<file path="src/rtl/i2cm_pkg.sv">
package i2cm_pkg;

    typedef struct packed {
        logic s;      // last condition was START
        logic p;      // last condition was STOP
        logic flag;   // sticky interrupt flag
    } i2cm_stat_t;

    typedef struct packed {
        logic scl;
        logic sda;
    } i2cm_lines_t;

endpackage

</file>
<file path="src/rtl/i2cm_sync.sv">
module i2cm_sync #(
    parameter int STAGES  = 2,
    parameter int WIDTH   = 2,
    parameter logic [WIDTH-1:0] RST_VAL = '1
) (
    input  logic             clk,
    input  logic             rst_n,
    input  logic [WIDTH-1:0] async_i,
    output logic [WIDTH-1:0] sync_o
);

    logic [WIDTH-1:0] stage_d [STAGES];
    logic [WIDTH-1:0] stage_q [STAGES];

    for (genvar g = 0; g < STAGES; g++) begin : g_stage
        if (g == 0) begin : g_first
            always_comb stage_d[g] = async_i;
        end else begin : g_chain
            always_comb stage_d[g] = stage_q[g-1];
        end

        always_ff @(posedge clk or negedge rst_n) begin
            if (!rst_n) stage_q[g] <= RST_VAL;
            else        stage_q[g] <= stage_d[g];
        end
    end

    assign sync_o = stage_q[STAGES-1];

endmodule

</file>
<file path="src/rtl/i2cm_cond_det.sv">
module i2cm_cond_det
    import i2cm_pkg::*;
(
    input  logic        clk,
    input  logic        rst_n,
    input  i2cm_lines_t now_i,
    output logic        start_o,
    output logic        stop_o
);

    i2cm_lines_t hist_d, hist_q;
    logic        scl_steady_hi;

    always_comb begin
        hist_d        = now_i;
        scl_steady_hi = now_i.scl & hist_q.scl;
        start_o       = scl_steady_hi &  hist_q.sda & ~now_i.sda;
        stop_o        = scl_steady_hi & ~hist_q.sda &  now_i.sda;
    end

    always_ff @(posedge clk or negedge rst_n) begin
        if (!rst_n) hist_q <= '{scl: 1'b1, sda: 1'b1};
        else        hist_q <= hist_d;
    end

    AST_ONE_COND_AT_A_TIME: assert property (@(posedge clk) disable iff (!rst_n)
        start_o |-> !stop_o);

endmodule

</file>
<file path="src/rtl/i2cm_status.sv">
module i2cm_status
    import i2cm_pkg::*;
(
    input  logic clk,
    input  logic rst_n,
    input  logic en_i,
    input  logic start_i,
    input  logic stop_i,
    input  logic byte_done_i,
    input  logic clr_i,
    output logic s_o,
    output logic p_o,
    output logic flag_o
);

    i2cm_stat_t st_d, st_q;
    logic       set_evt;

    always_comb begin
        st_d    = st_q;
        set_evt = en_i & (start_i | stop_i | byte_done_i);

        if (!en_i) begin
            st_d.s = 1'b0;
            st_d.p = 1'b0;
        end else if (start_i) begin
            st_d.s = 1'b1;
            st_d.p = 1'b0;
        end else if (stop_i) begin
            st_d.s = 1'b0;
            st_d.p = 1'b1;
        end

        if (set_evt)    st_d.flag = 1'b1;
        else if (clr_i) st_d.flag = 1'b0;
    end

    always_ff @(posedge clk or negedge rst_n) begin
        if (!rst_n) st_q <= '0;
        else        st_q <= st_d;
    end

    assign s_o    = st_q.s;
    assign p_o    = st_q.p;
    assign flag_o = st_q.flag;

    AST_SP_EXCLUSIVE: assert property (@(posedge clk) disable iff (!rst_n)
        !(st_q.s && st_q.p));
    AST_START_TAKES: assert property (@(posedge clk) disable iff (!rst_n)
        (en_i && start_i) |=> (s_o && !p_o && flag_o));
    AST_STOP_TAKES: assert property (@(posedge clk) disable iff (!rst_n)
        (en_i && stop_i) |=> (p_o && !s_o && flag_o));
    AST_DISABLE_CLEARS: assert property (@(posedge clk) disable iff (!rst_n)
        !en_i |=> (!s_o && !p_o));
    AST_BYTE_SETS: assert property (@(posedge clk) disable iff (!rst_n)
        (en_i && byte_done_i) |=> flag_o);
    AST_FLAG_HOLDS: assert property (@(posedge clk) disable iff (!rst_n)
        (flag_o && !clr_i) |=> flag_o);

endmodule

</file>
<file path="src/rtl/i2c_cond_monitor.sv">
module i2c_cond_monitor
    import i2cm_pkg::*;
#(
    parameter int SYNC_STAGES = 2
) (
    input  logic clk,
    input  logic rst_n,
    input  logic enable,
    input  logic scl_in,
    input  logic sda_in,
    input  logic byte_done,
    input  logic irq_en,
    input  logic flag_clr,
    output logic start_seen,
    output logic stop_seen,
    output logic bus_free,
    output logic irq_flag,
    output logic irq
);

    localparam int LINES = $bits(i2cm_lines_t);

    i2cm_lines_t raw_lines, sync_lines;
    logic        start_det, stop_det;

    assign raw_lines = '{scl: scl_in, sda: sda_in};

    i2cm_sync #(
        .STAGES (SYNC_STAGES),
        .WIDTH  (LINES),
        .RST_VAL({LINES{1'b1}})
    ) u_sync (
        .clk    (clk),
        .rst_n  (rst_n),
        .async_i(raw_lines),
        .sync_o (sync_lines)
    );

    i2cm_cond_det u_det (
        .clk    (clk),
        .rst_n  (rst_n),
        .now_i  (sync_lines),
        .start_o(start_det),
        .stop_o (stop_det)
    );

    i2cm_status u_stat (
        .clk        (clk),
        .rst_n      (rst_n),
        .en_i       (enable),
        .start_i    (start_det),
        .stop_i     (stop_det),
        .byte_done_i(byte_done),
        .clr_i      (flag_clr),
        .s_o        (start_seen),
        .p_o        (stop_seen),
        .flag_o     (irq_flag)
    );

    assign bus_free = stop_seen | (~start_seen & ~stop_seen);
    assign irq      = irq_flag & irq_en;

    AST_IRQ_NEEDS_FLAG: assert property (@(posedge clk) disable iff (!rst_n)
        irq |-> (irq_flag && irq_en));
    AST_BUSY_NOT_FREE: assert property (@(posedge clk) disable iff (!rst_n)
        (start_seen && !stop_seen) |-> !bus_free);

endmodule

</file>
<file path="config.mk">
export PLATFORM = sky130hd
export DESIGN_NAME = i2c_cond_monitor
export DESIGN_NICKNAME = d
export VERILOG_FILES = /design/src/rtl/i2cm_pkg.sv /design/src/rtl/i2cm_sync.sv /design/src/rtl/i2cm_cond_det.sv /design/src/rtl/i2cm_status.sv /design/src/rtl/i2c_cond_monitor.sv
export SDC_FILE = /design/constraint.sdc
export NUM_CORES = 1
export LEC_CHECK = 0
export ABC_CLOCK_PERIOD_IN_PS = 2600
export BUFFER_PORTS_ARGS = -buffer_cell sky130_fd_sc_hd__clkbuf_2
export CAP_MARGIN = 20
export CELL_PAD_IN_SITES_DETAIL_PLACEMENT = 1
export CELL_PAD_IN_SITES_GLOBAL_PLACEMENT = 1
export CORE_AREA = 2 2 39 41
export DETAILED_ROUTE_END_ITERATION = 16
export DIE_AREA = 0 0 41 43
export PLACE_DENSITY = 0.61
export SLEW_MARGIN = 20
export SYNTH_ARGS = -nofsm -noshare
export SYNTH_HDL_FRONTEND = slang
export SYNTH_SLANG_ARGS = --single-unit
</file>
<file path="constraint.sdc">
create_clock -name clk -period 2.6 [get_ports clk]
set_input_delay 0.39 -clock clk [delete_from_list [all_inputs] [get_ports clk]]
set_output_delay 0.39 -clock clk [all_outputs]
set_load 0.02 [all_outputs]
</file>
Yosys cells after proc, flatten, opt, wreduce, memory -nomap -nowiden
Index checks and enable logic that the tools add are counted.

operators by class
  mux-type cells = 5
  equality and inequality tests = 1
  reduce and logical (&&, ||, !) cells = 1
  bitwise logic cells = 15

operators with widths
  kind                                           count
  AND 1 bit                                      8
  2-to-1 mux 2 bit                               3
  NOT 1 bit                                      4
  != test 3 x 1 -> 1 bit, second input constant  1
  bitwise OR 1 bit                               3
  2-to-1 mux 1 bit                               2
  nonzero test 2 bit                             1

storage, ports and cells
  word-level logic and storage cells = 29
  output and inout port bits = 5
  bits of input ports = 8
  register bits = 9

Longest topological paths before layout
Gate-level depths: netlist of the first run.

  depth after elaboration = 7
  mapped depth = 2
  depth with buffers taken out = 2

By module
A second synthesis of the first run with hierarchy kept.

unflattened totals
  cells, all modules = 20
  area, all modules = 306.5 um^2

modules (own cells, without submodules)
  module            area each (um^2)  cells each  instances  sequential area each (um^2)
  i2cm_status       116.4             10          1          75.1
  i2cm_sync         105.1             4           1          105.1
  i2cm_cond_det     72.6              4           1          52.6
  i2c_cond_monitor  12.5              2           1          0.0

Worst setup path before layout of the first run
Ideal clock, no wire load.

  kind = reg-to-output
  start point = register u_stat.st_q (netlist bit u_stat.s_o)
  end point = output port bus_free
  cell stages (with the launch flop) = 2
  path buffers = 0
  data arrival time = 785 ps
  setup slack = 1,425 ps
  data required time = 2,210 ps
  cells stage by stage = dfrtp_1 or2b_1

between the ends
  word-level cells in the longest chain between the ends = 3

RTL lines
  item                    RTL line                text
  from (decl)             i2cm_status.sv:16       i2cm_stat_t st_d, st_q;
  from (signal assigned)  i2cm_status.sv:40       else st_q <= st_d;
  NOT 1 bit               i2c_cond_monitor.sv:60  assign bus_free = stop_seen | (~start_seen & ~stop_seen);
  AND 1 bit               i2c_cond_monitor.sv:60
  bitwise OR 1 bit        i2c_cond_monitor.sv:60
  to (decl)               i2c_cond_monitor.sv:16  output logic bus_free,

Every way passes these cells.

Final worst setup path of the first run
  start point = register u_stat.st_q (netlist bit u_stat.p_o)
  end point = output port bus_free

between the ends
  word-level cells in the longest chain between the ends = 3

RTL lines
  item                RTL line
  NOT 1 bit           i2c_cond_monitor.sv:60
  AND 1 bit           i2c_cond_monitor.sv:60
  bitwise OR 1 bit *  i2c_cond_monitor.sv:60

Every way passes the cells marked *; elsewhere a longest branch is shown, timed or not.

==> run summary, run 1 <==
final setup fails: 0
Worst Hold Path EP: u_sync.stage_d[0]$_DFF_PN1_
crit-path cells: or2b_1, clkbuf_2
Synth top area share: 0.444
CTS Buf Count: 3
critical path data required time: 2.21 ns
Synth Area in XOR/XNOR: 0.0246
post-synthesis register bit count: 9
max_cap viols: 0
R2R cell count: 2
initial core utilization: 0.257
CP Launch Type: flop
fin nets: 52
Worst Path Max Fanout: 4
Post-CTS Hold Buffers: 1
Compound-Gate Fraction of Synth Area: 0.137
Rows: 14
Final Util: 0.341
max_slew headroom: 0.840
Syn Area/Cell: 13.7 um^2
total gr overflow: 0
Overall Global Routing Usage: 0.0877
Synth Net Count: 34
LEAKAGE: 0.210 nW
Post-Syn Instances: 26
Worst setup EP type: output pin
cell type with the highest aggregate area in the netlist: dfstp_2
RD Place Congestion: 0.669
Levels on crit path: 2
pin count of the biggest net entering global routing: 10
FF-to-FF Start: u_sync.sync_o[1]$_DFF_PN1_
final hold viol count: 0
post-CTS sizing: 0
top cells by area, synth: dfstp_2 (44%), dfrtp_1 (21%), a41oi_2 (4.6%)
Die X: 41 um
VDD IR max: 247 uV
boundary pin count: 13
Worst-Margin Slew: 0.239 ns
DP Wirelength: 555 um
RSZ-0062 raised after global routing: no
die area: 0.00176 mm^2
Crit path largest cell delay: 0.40 ns
number of synthesized flops with an enable pin: 0
H-tree levels: 1
Layout Area Growth over Synthesis: 32.7%
PortBufs: 12
Synth async-reset ratio: 1.00
WP buf/inv: 1
synthesized-area fraction occupied by and/or/nand/nor cells: 0.173
clock skew: 0.000271 ns
vias in the first global route: 283
WL per Instance: 11.5 um
Worst Hold Launch: sda_in
distinct cell type count of the synthesized netlist: 16
routed vias/inst: 4.46
Hold Path Class: in2reg
first-pass GRT wire length: 1.01 mm
flop2flop setup slack: 1.59 ns
Clk Latency, worst-skew pair: 0.25 ns
Die Ht: 43 um
Synth Warn #: 0
most frequent cells after synthesis: dfstp_2 (6), dfrtp_1 (3), nand2_1 (3)
fmax: 707 MHz
fin crit period: 1.41 ns
total negative setup slack: 0 ns
terminus of the critical flop-to-flop path: u_stat.p_o$_DFFE_PN0P_
WS Path Type: reg2out
DRC violations left: 0
largest family of logic cells by synthesized area: simple AND/OR/NAND/NOR gates
Power Dens Cells: 646 mW/mm^2
routed wire length: 676 um
Core Area: 0.00138 mm^2
Top Family by Delay on Critical Path: flip-flops
Clk pin slew, worst setup/hold paths: 0.06 ns
Detail Route Antenna Nets: 0
antenna fix cells: 0
share of layout cells above drive strength 1: 0.535
Adder-Cell Fraction of Synth Area: 0
Initial DRC Count: 2
multiplexer area fraction after synthesis: 0
Slew Viols, Final: 0
Slowest-stage cell, CP: dfrtp_1
sequential-to-total area share from yosys stat: 0.655
count leader, synth: dfstp_2
Critical Path AT: 1.02 ns
Main synth FF type: dfstp_2
clk sink count: 9
Vias: 263
clock buffer depth: 2
fin crit share: 0.544
status: finished clean
Clock Tree Root: clkbuf_4
Post-Syn Area: 355 um^2
initial antenna violation count: 0
First-pass DRT Iterations: 3
Hold Path Cell Cnt: 1
Post-CTS Setup Repair Bufs: 0
CTS tree: done
## stage by stage
| stage | std cells | power (mW) | setup slack (ns) | hold slack (ns) | instance area, um^2 |
|---|---|---|---|---|---|
| 2_1_floorplan | 26 | 0.186 | 1.43 | 0.0944 | 355 |
| 3_3_place_gp | 54 | 0.202 | 1.47 | 0.249 | 435 |
| 3_5_place_dp | 54 | 0.205 | 1.45 | 0.252 | 435 |
| 4_1_cts | 59 | 0.313 | 1.17 | 0.205 | 472 |
| 5_1_grt | 59 | 0.324 | 1.12 | 0.198 | 472 |
| 6_report | 59 | 0.305 | 1.19 | 0.217 | 472 |
## cell families after synthesis
| group | count (synthesis) |
|---|---|
| XOR/XNOR | 1 |
| flip-flops | 9 |
| AND/OR/NAND/NOR | 10 |
| AO/OA/AOI/OAI | 5 |
| buffers and inverters | 1 |
## per-layer routing
| layer | up-vias | GRT usage | part of all wire |
|---|---|---|---|
| li1 | 126 | - | - |
| met1 | 125 | 0.0676 | 0.39 |
| met2 | 12 | 0.159 | 0.53 |
| met3 | 0 | 0.0314 | 0.084 |
| met4 | 0 | 0.0600 | 0 |
| met5 | - | 0 | 0 |
## layout make-up
cell class	count	area [um^2]
tap	16	20.0
timing repair buffer	13	70.1
clock buffer	4	26.3
multi-input combinational	16	119
fill	167	912
inverter	1	3.75
sequential	9	233
## sequential cells by signal (all words and copies together) (netlist names)
| signal | count |
|---|---|
| u_sync.stage_d | 2 |
| u_sync.sync_o | 2 |
| u_det.hist_q | 2 |
| u_stat.flag_o | 1 |
| u_stat.s_o | 1 |
| u_stat.p_o | 1 |
## cells in the final DEF (no fill, tap or decap), drive strengths merged, types with 2 or more instances in the layout
| cell type | Yosys | layout |
|---|---|---|
| nand2 | 3 | 3 |
| dfstp | 6 | 6 |
| or2b | 2 | 2 |
| dfrtp | 3 | 3 |
| clkbuf | 0 | 16 |
## where the power goes
group          total [mW]  switching (mW)  internal, mW  leakage, nW
clock network       0.102          0.0429        0.0588       0.0150
logic              0.0407          0.0216        0.0191       0.0928
registers           0.162         0.00913         0.153        0.102
total               0.305          0.0736         0.231        0.210
## worst max-delay path by stage
stage | endpoint | slack [ns] | startpoint
2_1_floorplan | bus_free | 1.43 | u_stat.s_o$_DFFE_PN0P_
3_3_place_gp | bus_free | 1.47 | u_stat.p_o$_DFFE_PN0P_
3_5_place_dp | bus_free | 1.45 | u_stat.p_o$_DFFE_PN0P_
4_1_cts | bus_free | 1.17 | u_stat.p_o$_DFFE_PN0P_
5_1_grt | bus_free | 1.12 | u_stat.s_o$_DFFE_PN0P_
6_report | bus_free | 1.19 | u_stat.p_o$_DFFE_PN0P_
## worst reg2reg max path, cell delays in order, from the launching register on
cell	delay (ns)
dfstp_2	0.58
a31oi_1	0.09
o32ai_1	0.24
Power figures use the tool's default switching activity.
==> inputs of run 2 (changes only) <==
--- a/config.mk
+++ b/config.mk
@@ -5,7 +5,7 @@
 export SDC_FILE = /design/constraint.sdc
 export NUM_CORES = 1
 export LEC_CHECK = 0
-export ABC_CLOCK_PERIOD_IN_PS = 2600
+export ABC_CLOCK_PERIOD_IN_PS = 1230
 export BUFFER_PORTS_ARGS = -buffer_cell sky130_fd_sc_hd__clkbuf_2
 export CAP_MARGIN = 20
 export CELL_PAD_IN_SITES_DETAIL_PLACEMENT = 1
@@ -13,7 +13,7 @@
 export CORE_AREA = 2 2 39 41
 export DETAILED_ROUTE_END_ITERATION = 16
 export DIE_AREA = 0 0 41 43
-export PLACE_DENSITY = 0.61
+export PLACE_DENSITY = 0.63
 export SLEW_MARGIN = 20
 export SYNTH_ARGS = -nofsm -noshare
 export SYNTH_HDL_FRONTEND = slang
==> constraint.sdc (replaced) <==
create_clock -name clk -period 1.23 [get_ports clk]
set_input_delay 0.1845 -clock clk [delete_from_list [all_inputs] [get_ports clk]]
set_output_delay 0.1845 -clock clk [all_outputs]
set_load 0.02 [all_outputs]
==> run summary, run 2 (same netlist as run 1, synthesis figures left out) <==
fin crit period: 1.19 ns
Crit path largest cell delay: 0.37 ns (-0.03 ns)
Vias: 274 (+4.2%)
Slowest-stage cell, CP: dfrtp_1
share of layout cells above drive strength 1: 0.522 (-0.0131)
commonest cells after routing, fill and taps aside: clkbuf_2 (11), dfstp_2 (6)
initial antenna violation count: 0 (unchanged)
max_slew headroom: 0.841 (+0.00117)
Clk pin slew, worst setup/hold paths: 0.06 ns (about the same)
boundary pin count: 13 (unchanged)
Worst Hold Path EP: u_stat.flag_o$_DFFE_PN0P_
fmax: 841 MHz
dpl cells: 54 (unchanged)
CTS tree: done
Detail Route Antenna Nets: 0 (unchanged)
Post-DP Area: 435 um^2 (unchanged)
Clk pwr share: 0.335 (+0.002)
WP buf/inv: 1 (unchanged)
final hold viol count: 0 (unchanged)
Logic pwr share: 0.152 (+0.018)
total gr overflow: 0 (unchanged)
fin nets: 55 (+5.8%)
WL per Instance: 11.5 um (about the same)
most common cell after layout, fill and taps aside: clkbuf_2
first-pass GRT wire length: 1.19 mm (+18%)
Layout Area Growth over Synthesis: 42.3%
Tot Pwr: 0.664 mW (+120%)
routed vias/inst: 4.42 (-0.86%)
DP Wirelength: 571 um (+2.9%)
Overall Global Routing Usage: 0.106 (+0.0182)
CP Launch Type: flop
P_int: 0.500 mW (+120%)
H-tree levels: 1 (unchanged)
Core Area: 0.00138 mm^2 (unchanged)
net switching power figure: 0.164 mW (+120%)
Clock Tree Root: clkbuf_4
flop2flop setup slack: 0.24 ns (-1.35 ns)
final setup fails: 0 (unchanged)
crit-path cells: or2b_1, buf_6
DRC violations left: 0 (unchanged)
fin crit share: 0.967
WHS: 0.166 ns (-0.0513 ns)
critical path data required time: 1.05 ns (-1.16 ns)
Critical Path AT: 1.00 ns (-0.02 ns)
initial core utilization: 0.257 (unchanged)
Initial DRC Count: 1 (-1)
pin count of the biggest net entering global routing: 10 (unchanged)
Slew Viols, Final: 0 (unchanged)
design area: 505 um^2 (+7.2%)
part of the power in registers: 0.513 (-0.020)
Hold Path Class: in2reg
LEAKAGE: 0.226 nW (+7.6%)
Power Dens Cells: 1310 mW/mm^2 (+100%)
Top Family by Delay on Critical Path: flip-flops
clock skew: 0.00112 ns (+0.000850 ns)
Die Ht: 43 um (unchanged)
fillers: 158 (-5.4%)
PortBufs: 12 (unchanged)
antenna fix cells: 0 (unchanged)
vias in the first global route: 279 (-1.4%)
Rows: 14 (unchanged)
terminus of the critical flop-to-flop path: u_stat.p_o$_DFFE_PN0P_
FF-to-FF Start: u_sync.sync_o[0]$_DFF_PN1_
RSZ-0062 raised after global routing: yes
Clk Latency, worst-skew pair: 0.25 ns (about the same)
First-pass DRT Iterations: 2 (-1)
die area: 0.00176 mm^2 (unchanged)
final cell count without fillers: 62 (+5.1%)
clk sink count: 9 (unchanged)
clock buffer depth: 2 (unchanged)
CP startpoint: u_stat.s_o$_DFFE_PN0P_
Worst Hold Launch: byte_done
Sw Share: 0.247 (+0.00589)
CTS Buf Count: 3 (unchanged)
Worst-Margin Slew: 0.238 ns (-0.00101 ns)
max_cap viols: 0 (unchanged)
R2R cell count: 2 (unchanged)
routed wire length: 710 um (+5.0%)
Hold Path Cell Cnt: 3 (+2)
WS Path Type: reg2out
VDD IR max: 381 uV (+54%)
RD Place Congestion: 0.619 (-7.5%)
Worst setup EP type: output pin
Worst Path Max Fanout: 5 (+1)
Die X: 41 um (unchanged)
status: finished clean
==> run 2: changes by cell type in the layout (fill, tap and decap cells not counted) <==
cell and change:
buf_6 +1, dlygate4sd3_1 +2, buf_4 +1, clkbuf_2 -1
==> run 2: area by class of cell <==
class | instances | area [um^2] | share of cell area
inverters | 1 | 3.75 | 0.00743
repair buffers | 16 | 104 | 0.205
well taps | 16 | 20.0 | 0.0396
clock buffers | 4 | 26.3 | 0.0520
multi-input cells | 16 | 119 | 0.235
flip-flops and latches | 9 | 233 | 0.460
==> run 2: power groups by stage <==
| stage | logic, mW | clock network [mW] | registers, mW |
|---|---|---|---|
| global placement | 0.0833 | 0 | 0.345 |
| CTS | 0.0982 | 0.237 | 0.341 |
| finish | 0.101 | 0.222 | 0.341 |
| global route | 0.112 | 0.264 | 0.346 |
| detailed placement | 0.0865 | 0 | 0.348 |
| floorplan | 0.0381 | 0 | 0.354 |
==> run 2: worst max path at each step <==
stage | slack (ns) | cells past startpoint | to
after floorplan | 0.26 | 1 | bus_free
after global placement | 0.28 | 2 | u_stat.s_o$_DFFE_PN0P_
after detailed placement | 0.24 | 2 | u_stat.s_o$_DFFE_PN0P_
after CTS | 0.002 | 2 | bus_free
after global routing | -0.06 | 2 | bus_free
final | 0.04 | 2 | bus_free
==> run 2: metrics by stage <==
step / util / setup TNS (ns) / worst slack (ns)
2_1_floorplan: - / 0 / 0.261
3_3_place_gp: 0.315 / 0 / 0.283
3_5_place_dp: 0.315 / 0 / 0.235
4_1_cts: 0.361 / 0 / 0.00176
5_1_grt: 0.365 / -0.0595 / -0.0595
6_report: 0.365 / 0 / 0.0407
==> run 2: worst register-to-register path, cell delays in order, from the launching register on <==
cell and delay, ns:
dfstp_2 0.58, a31oi_1 0.09, o32ai_1 0.22
==> run 2: per-layer routing <==
metal	routed length [um]	vias up	track usage	share of wire
met5	0	-	0	0
li1	-	135	-	-
met3	42	0	0.0471	0.059
met4	0	0	0.0800	0
met1	292	130	0.125	0.41
met2	375	9	0.144	0.53
==> run 2: repair_timing <==
action                                  CTS  global route
pin swaps                                 0             0
hold buffers                              3             0
endpoints found under the setup margin    1             1
endpoints found under the hold margin     5             0
gates resized for setup                   0             3
buffers inserted                          1             0
